--- config.mk ---
export PLATFORM = sky130hd
export DESIGN_NAME = elev_duo_ctrl
export DESIGN_NICKNAME = d
export VERILOG_FILES = /design/src/rtl/elev_pkg.sv /design/src/rtl/elev_tick.sv /design/src/rtl/elev_car.sv /design/src/rtl/elev_hall_slot.sv /design/src/rtl/elev_duo_ctrl.sv
export SDC_FILE = /design/constraint.sdc
export NUM_CORES = 1
export LEC_CHECK = 0
export ABC_AREA = 0
export BUFFER_PORTS_ARGS = -buffer_cell sky130_fd_sc_hd__buf_2
export CAP_MARGIN = 30
export CORE_MARGIN = 10
export CORE_UTILIZATION = 49
export CTS_CLUSTER_DIAMETER = 120
export DETAILED_ROUTE_END_ITERATION = 6
export PLACE_DENSITY = 0.75
export SYNTH_ARGS = -nofsm -noshare
export SYNTH_HDL_FRONTEND = slang
export SYNTH_HIERARCHICAL = 1
export SYNTH_SLANG_ARGS = --single-unit
--- constraint.sdc ---
create_clock -name clk -period 3.02 [get_ports clk]
set_input_delay 0.151 -clock clk [delete_from_list [all_inputs] [get_ports clk]]
set_output_delay 0.151 -clock clk [all_outputs]
set_load 0.01 [all_outputs]
--- src/rtl/elev_pkg.sv ---
package elev_pkg;
  typedef enum logic [1:0] {
    CAR_IDLE = 2'd0,
    CAR_DOOR = 2'd1,
    CAR_UP   = 2'd2,
    CAR_DN   = 2'd3
  } car_st_e;
endpackage

--- src/rtl/elev_tick.sv ---
module elev_tick #(
  parameter int unsigned DIV = 50_000_000
) (
  input  logic clk,
  input  logic rst_n,
  output logic tick_o
);
  localparam int unsigned W = (DIV > 1) ? $clog2(DIV) : 1;
  localparam logic [W-1:0] LAST = W'(DIV - 1);

  logic [W-1:0] cnt;

  always_ff @(posedge clk) begin
    if (!rst_n) begin
      cnt <= '0;
    end else if (cnt == LAST) begin
      cnt <= '0;
    end else begin
      cnt <= cnt + 1'b1;
    end
  end

  assign tick_o = (cnt == LAST);
endmodule

--- src/rtl/elev_car.sv ---
module elev_car
  import elev_pkg::*;
#(
  parameter int unsigned DOOR_TICKS = 20
) (
  input  logic    clk,
  input  logic    rst_n,
  input  logic    tick_i,
  input  logic    want_lo_i,
  input  logic    want_hi_i,
  input  logic    at_lo_i,
  input  logic    at_hi_i,
  input  logic    obstruct_i,
  output car_st_e st_o,
  output logic    flr_o,
  output logic    mv_up_o,
  output logic    mv_dn_o,
  output logic    door_o
);
  localparam int unsigned TW = $clog2(DOOR_TICKS + 1);
  localparam logic [TW-1:0] T_LOAD = TW'(DOOR_TICKS);

  car_st_e       st, st_n;
  logic          flr, flr_n;     // 0 = lower landing, 1 = upper
  logic          pend, pend_n;   // trip to the other landing owed
  logic [TW-1:0] tmr;

  logic parked, want_here, want_away, arrive, go, tmr_load;

  always_comb begin
    parked    = (st == CAR_IDLE) || (st == CAR_DOOR);
    want_here = flr ? want_hi_i : want_lo_i;
    want_away = flr ? want_lo_i : want_hi_i;
    arrive    = ((st == CAR_UP) && at_hi_i) || ((st == CAR_DN) && at_lo_i);
    go        = (st == CAR_IDLE) && !want_here && (pend || want_away);
    tmr_load  = arrive || (parked && want_here) ||
                ((st == CAR_DOOR) && obstruct_i);
  end

  always_comb begin
    st_n   = st;
    flr_n  = flr;
    pend_n = (pend || (parked && want_away)) && !go;
    unique case (st)
      CAR_IDLE: begin
        if (want_here)  st_n = CAR_DOOR;
        else if (go)    st_n = flr ? CAR_DN : CAR_UP;
      end
      CAR_DOOR: begin
        if ((tmr == '0) && !obstruct_i && !want_here) st_n = CAR_IDLE;
      end
      CAR_UP: begin
        if (at_hi_i) begin
          st_n  = CAR_DOOR;
          flr_n = 1'b1;
        end
      end
      CAR_DN: begin
        if (at_lo_i) begin
          st_n  = CAR_DOOR;
          flr_n = 1'b0;
        end
      end
      default: st_n = CAR_IDLE;
    endcase
  end

  always_ff @(posedge clk) begin
    if (!rst_n) begin
      st   <= CAR_IDLE;
      flr  <= 1'b0;
      pend <= 1'b0;
      tmr  <= '0;
    end else begin
      st   <= st_n;
      flr  <= flr_n;
      pend <= pend_n;
      if (tmr_load)                  tmr <= T_LOAD;
      else if (tick_i && tmr != '0)  tmr <= tmr - 1'b1;
    end
  end

  assign st_o    = st;
  assign flr_o   = flr;
  assign mv_up_o = (st == CAR_UP);
  assign mv_dn_o = (st == CAR_DN);
  assign door_o  = (st == CAR_DOOR);
endmodule

--- src/rtl/elev_hall_slot.sv ---
module elev_hall_slot
  import elev_pkg::*;
#(
  parameter int unsigned N   = 2,
  parameter bit          FLR = 1'b0
) (
  input  logic         clk,
  input  logic         rst_n,
  input  logic         press_i,
  input  car_st_e      st_i [N],
  input  logic [N-1:0] flr_i,
  output logic [N-1:0] want_o,
  output logic         lamp_o
);
  localparam int unsigned IW = (N > 1) ? $clog2(N) : 1;

  logic          pend, own_v;
  logic [IW-1:0] own_idx;
  logic [N-1:0]  heading, park_here, park_far;
  logic          pick_v, pick_req;
  logic [IW-1:0] pick_idx;
  logic          assign_now, served;

  always_comb begin
    for (int i = 0; i < N; i++) begin
      heading[i]   = FLR ? (st_i[i] == CAR_UP) : (st_i[i] == CAR_DN);
      park_here[i] = ((st_i[i] == CAR_IDLE) || (st_i[i] == CAR_DOOR)) &&
                     (flr_i[i] == FLR);
      park_far[i]  = ((st_i[i] == CAR_IDLE) || (st_i[i] == CAR_DOOR)) &&
                     (flr_i[i] != FLR);
    end
  end

  // Later loops override earlier ones; descending index gives car 0 priority.
  always_comb begin
    pick_v   = 1'b0;
    pick_req = 1'b0;
    pick_idx = '0;
    for (int i = N - 1; i >= 0; i--) begin
      if (park_far[i]) begin
        pick_v = 1'b1; pick_req = 1'b1; pick_idx = IW'(i);
      end
    end
    for (int i = N - 1; i >= 0; i--) begin
      if (park_here[i]) begin
        pick_v = 1'b1; pick_req = 1'b1; pick_idx = IW'(i);
      end
    end
    for (int i = N - 1; i >= 0; i--) begin
      if (heading[i]) begin
        pick_v = 1'b1; pick_req = 1'b0; pick_idx = IW'(i);
      end
    end
  end

  always_comb begin
    assign_now = pend && !own_v && pick_v;
    served     = own_v && (st_i[own_idx] == CAR_DOOR) && (flr_i[own_idx] == FLR);
    for (int i = 0; i < N; i++) begin
      want_o[i] = assign_now && pick_req && (pick_idx == IW'(i));
    end
  end

  always_ff @(posedge clk) begin
    if (!rst_n) begin
      pend    <= 1'b0;
      own_v   <= 1'b0;
      own_idx <= '0;
    end else begin
      pend <= (pend && !served) || press_i;
      if (served) begin
        own_v <= 1'b0;
      end else if (assign_now) begin
        own_v   <= 1'b1;
        own_idx <= pick_idx;
      end
    end
  end

  assign lamp_o = pend;
endmodule

--- src/rtl/elev_duo_ctrl.sv ---
module elev_duo_ctrl
  import elev_pkg::*;
#(
  parameter int unsigned N_CARS     = 2,
  parameter int unsigned TICK_DIV   = 50_000_000,
  parameter int unsigned DOOR_TICKS = 20
) (
  input  logic              clk,
  input  logic              rst_n,
  input  logic              call_f1_up_i,
  input  logic              call_f2_dn_i,
  input  logic [N_CARS-1:0] cab_up_i,
  input  logic [N_CARS-1:0] cab_dn_i,
  input  logic [N_CARS-1:0] at_lo_i,
  input  logic [N_CARS-1:0] at_hi_i,
  input  logic [N_CARS-1:0] obstruct_i,
  output logic [N_CARS-1:0] mv_up_o,
  output logic [N_CARS-1:0] mv_dn_o,
  output logic [N_CARS-1:0] door_o,
  output logic              lamp_f1_up_o,
  output logic              lamp_f2_dn_o
);
  localparam int unsigned N_LAND = 2;

  logic              tick;
  car_st_e           car_st [N_CARS];
  logic [N_CARS-1:0] car_flr;
  logic [N_CARS-1:0] slot_want [N_LAND];
  logic              slot_press [N_LAND];
  logic              slot_lamp  [N_LAND];

  elev_tick #(.DIV(TICK_DIV)) tick_i (
    .clk    (clk),
    .rst_n  (rst_n),
    .tick_o (tick)
  );

  assign slot_press[0] = call_f1_up_i;
  assign slot_press[1] = call_f2_dn_i;
  assign lamp_f1_up_o  = slot_lamp[0];
  assign lamp_f2_dn_o  = slot_lamp[1];

  for (genvar f = 0; f < N_LAND; f++) begin : g_land
    elev_hall_slot #(.N(N_CARS), .FLR(f == 1)) slot_i (
      .clk     (clk),
      .rst_n   (rst_n),
      .press_i (slot_press[f]),
      .st_i    (car_st),
      .flr_i   (car_flr),
      .want_o  (slot_want[f]),
      .lamp_o  (slot_lamp[f])
    );
  end

  for (genvar c = 0; c < N_CARS; c++) begin : g_car
    elev_car #(.DOOR_TICKS(DOOR_TICKS)) car_i (
      .clk        (clk),
      .rst_n      (rst_n),
      .tick_i     (tick),
      .want_lo_i  (cab_dn_i[c] | slot_want[0][c]),
      .want_hi_i  (cab_up_i[c] | slot_want[1][c]),
      .at_lo_i    (at_lo_i[c]),
      .at_hi_i    (at_hi_i[c]),
      .obstruct_i (obstruct_i[c]),
      .st_o       (car_st[c]),
      .flr_o      (car_flr[c]),
      .mv_up_o    (mv_up_o[c]),
      .mv_dn_o    (mv_dn_o[c]),
      .door_o     (door_o[c])
    );
  end
endmodule

==> key figures <==
Worst setup path
  • Worst setup path class: reg -> reg
  • Arrival time at the worst endpoint: 2.70 ns
  • Worst Setup Start Kind: register
  • CP max FO: 7
  • Required time of the worst setup path: 3.23 ns
  • Setup crit end kind: register

Logic synthesis
  • Prevailing post-synth register cell: sky130_fd_sc_hd__dfxtp_1
  • Total of flip-flops plus latches after synthesis: 50
  • Post-synthesis instance area: 2760 sq um
  • Post-synthesis area per instance: 8.36 sq um
  • Post-synth net total: 347
  • Sequential share of the synthesized area: 36.3%
  • Yosys Warn Count: 6
  • Synth top area share: 36.3%
  • Cell taking the most area after synthesis: sky130_fd_sc_hd__dfxtp_1
  • Synth top area cells: sky130_fd_sc_hd__dfxtp_1 (36%), sky130_fd_sc_hd__nor2_1 (4.6%), sky130_fd_sc_hd__a21oi_1 (4.2%)
  • Proportion of register bits with asynchronous set or reset after synthesis: 0%
  • Number of distinct library cells after synthesis: 61
  • Synthesized netlist cell count: 330
  • Number of flops mapped to enable cells by yosys: 0

Clock tree
  • CTS tree: built
  • Number of buffers created by CTS: 5
  • Number of instances resized during post-cts repair: 0
  • H-tree level count: 2
  • Worst skew pair latency: 0.30 ns
  • Post-CTS Hold Buffers: 0
  • Largest buffer count on any clock path: 2
  • Buffer cell driving the clock tree root: sky130_fd_sc_hd__clkbuf_8
  • Post-CTS Setup Repair Bufs: 0
  • Sinks on the clock net: 50
  • CTS clk-pin slew, worst paths: 0.09 ns

Placed design
  • DP Worst Slack: 0.534 ns
  • Placed wire-length estimate: 4190 um
  • Cell Area, Placed: 2930 sq um
  • PortBufs: 21
  • Final weighted congestion of routability-driven global placement: 0.849

Power
  • IR drop worst, VDD: 0.339 mV
  • Static leakage: 1.05 nW
  • Power Density: 510 nW/um^2
  • Overall power after layout: 0.00156 W

Die
  • Number of cell rows: 27
  • Placeable Area: 5470 sq um
  • Effective utilization at floorplan: 50.4%
  • IO Count: 22
  • Die Height: 95.0 um
  • Width of the chip: 95.0 um
  • Overall die area: 9030 sq um

Timing
  • Worst-case clock skew: 0.0112 ns
  • Max-slew violation count: 0
  • RSZ-0062 raised after global routing: false
  • Final worst path period need: 2.49 ns
  • Fin Hold WS: 0.132 ns
  • Number of endpoints failing setup at the final stage: 0
  • Setup tns final: 0 ns
  • Relative slew slack: 46.6%
  • Slew at the pin closest to its max-slew limit: 0.790 ns
  • Top achievable clock speed: 402 MHz
  • Share of the clock period used by the worst path: 82.3%
  • Number of failing hold endpoints at the final stage: 0
  • Final worst slack: 0.534 ns

Flow run
  • Max-cap violations: 0

Global route
  • Maximum number of pins on one net before global-route repair: 25
  • Total routing usage reported by global routing: 12.9%
  • Number of antenna violations at the first check in global routing: 0
  • Global-route wire length before repair: 9870 um
  • Total congestion overflow after global routing: 0
  • Via count of the first global-routing pass: 2,234

Finish
  • Fraction of final layout cells with drive strength greater than 1: 14.7%
  • Most frequent standard cell in the layout excluding fill and tap cells: sky130_fd_sc_hd__dfxtp_1
  • Sequential cell area: 1000 sq um
  • Count of fill cells added during filler insertion: 513
  • Most used cells in the layout excluding fill and tap cells: sky130_fd_sc_hd__dfxtp_1 (50), sky130_fd_sc_hd__nor2_1 (34), sky130_fd_sc_hd__a21oi_1 (23)
  • Diode insertion count for antenna repair: 0
  • Footprint of the multi-input gates: 1630 sq um
  • Relative area change from synthesis to final layout: 11.2%
  • Post-route standard cell area excluding fillers: 3070 sq um
  • # nets final: 369

Drt
  • Routed WL per cell: 13.8 um
  • Iteration-0 DRC Markers: 122
  • Total vias in the final route: 2,435
  • Top routing layer used: met4
  • Total wire length: 5850 um
  • Detailed-routing wirelength on met1: 2880 um
  • Number of vias per cell after detailed routing: 5.73
  • Met2 Routed Length: 2700 um
  • Router iterations before antenna repair: 4
  • Antenna-violating nets left: 0
  • Count of unresolved DRC violations after routing: 0
  • Met3 wire len: 235 um

Outcome
  • Outcome: completed

Hold path
  • Kind of path behind the tightest hold check: in -> reg
[metrics by stage]
stage / utilization, % / std cells
5_1_grt: 56.1 / 425
4_1_cts: 56.1 / 425
6_report: 56.1 / 425
2_1_floorplan: - / 330
3_3_place_gp: 53.5 / 417
3_5_place_dp: 53.5 / 417
[sequential cells by signal, indices dropped and copies added (netlist names)]
name	count
g_land.slot_i/own_idx	2
g_land.slot_i/own_v	2
tick_i/cnt	26
g_car.car_i/st_o	4
g_car.car_i/flr_o	2
g_car.car_i/pend	2
g_land.slot_i/lamp_o	2
g_car.car_i/tmr	10
[worst paths after layout]
| check | startpoint | end | slack (ns) | cells after the start |
|---|---|---|---|---|
| hold / removal | at_hi_i[0] | g_car[0].car_i/st_o[0] | 0.13 | 3 |
| hold reg to reg | tick_i/cnt[22] | tick_i/cnt[22] | 0.50 | 2 |
| setup reg to reg | tick_i/cnt[0] | g_car[0].car_i/tmr[3] | 0.53 | 7 |
| setup / recovery | tick_i/cnt[0] | g_car[0].car_i/tmr[3] | 0.53 | 7 |
[power breakdown]
part / total (W) / switching [W] / internal, W
clock network: 0.000571 / 0.000218 / 0.000353
logic: 0.000237 / 0.000123 / 0.000114
registers: 0.000756 / 0.0000639 / 0.000692
[layout make-up]
cell class	instances	share of cell area [%]
clock buffer	6	2.69
clock inverter	2	1.96
inverter	20	2.45
multi-input combinational	251	53.2
sequential	50	32.6
tap	72	2.94
timing repair buffer	24	4.16
[cell families (layout without fill, tap and decap cells)]
logic type	Yosys count	in the layout	share of synthesized area, %
AOI/OAI and AO/OA	81	81	19.7
xor gates and xnor gates	13	13	4.13
adders and majority gates	3	3	1.36
buffers and inverters	29	52	4.58
DFF	50	50	36.3
muxes	8	8	2.90
and+or+nand+nor	146	146	31.1
[worst max-delay path: stages (launching register included)]
cell and delay [ns]:
sky130_fd_sc_hd__dfxtp_1 0.42, sky130_fd_sc_hd__ha_1 0.23, sky130_fd_sc_hd__and3_2 0.24, sky130_fd_sc_hd__nand4_1 0.11, sky130_fd_sc_hd__nor2_1 0.37, sky130_fd_sc_hd__or4b_1 0.49, sky130_fd_sc_hd__or3_1 0.32, sky130_fd_sc_hd__a211oi_1 0.21
[per-layer routing]
layer / vias up / GRT usage [%]
li1: 1261 / -
met1: 1140 / 17.0
met2: 30 / 20.5
met3: 4 / 3.46
met4: 0 / 3.37
met5: - / 0
[cells in the mapped netlist (all sizes together) (7+ instances only)]
| cell type | number |
|---|---|
| dfxtp | 50 |
| mux2i | 8 |
| nor2 | 34 |
| a21oi | 23 |
| o31ai | 7 |
| xnor2 | 10 |
| nand3 | 15 |
| or3 | 10 |
| o21ai | 19 |
| nand4 | 7 |
| nor2b | 9 |
| or4 | 7 |
| nand2 | 18 |
| inv | 20 |
Note: power is estimated with default switching activity, not from simulation.
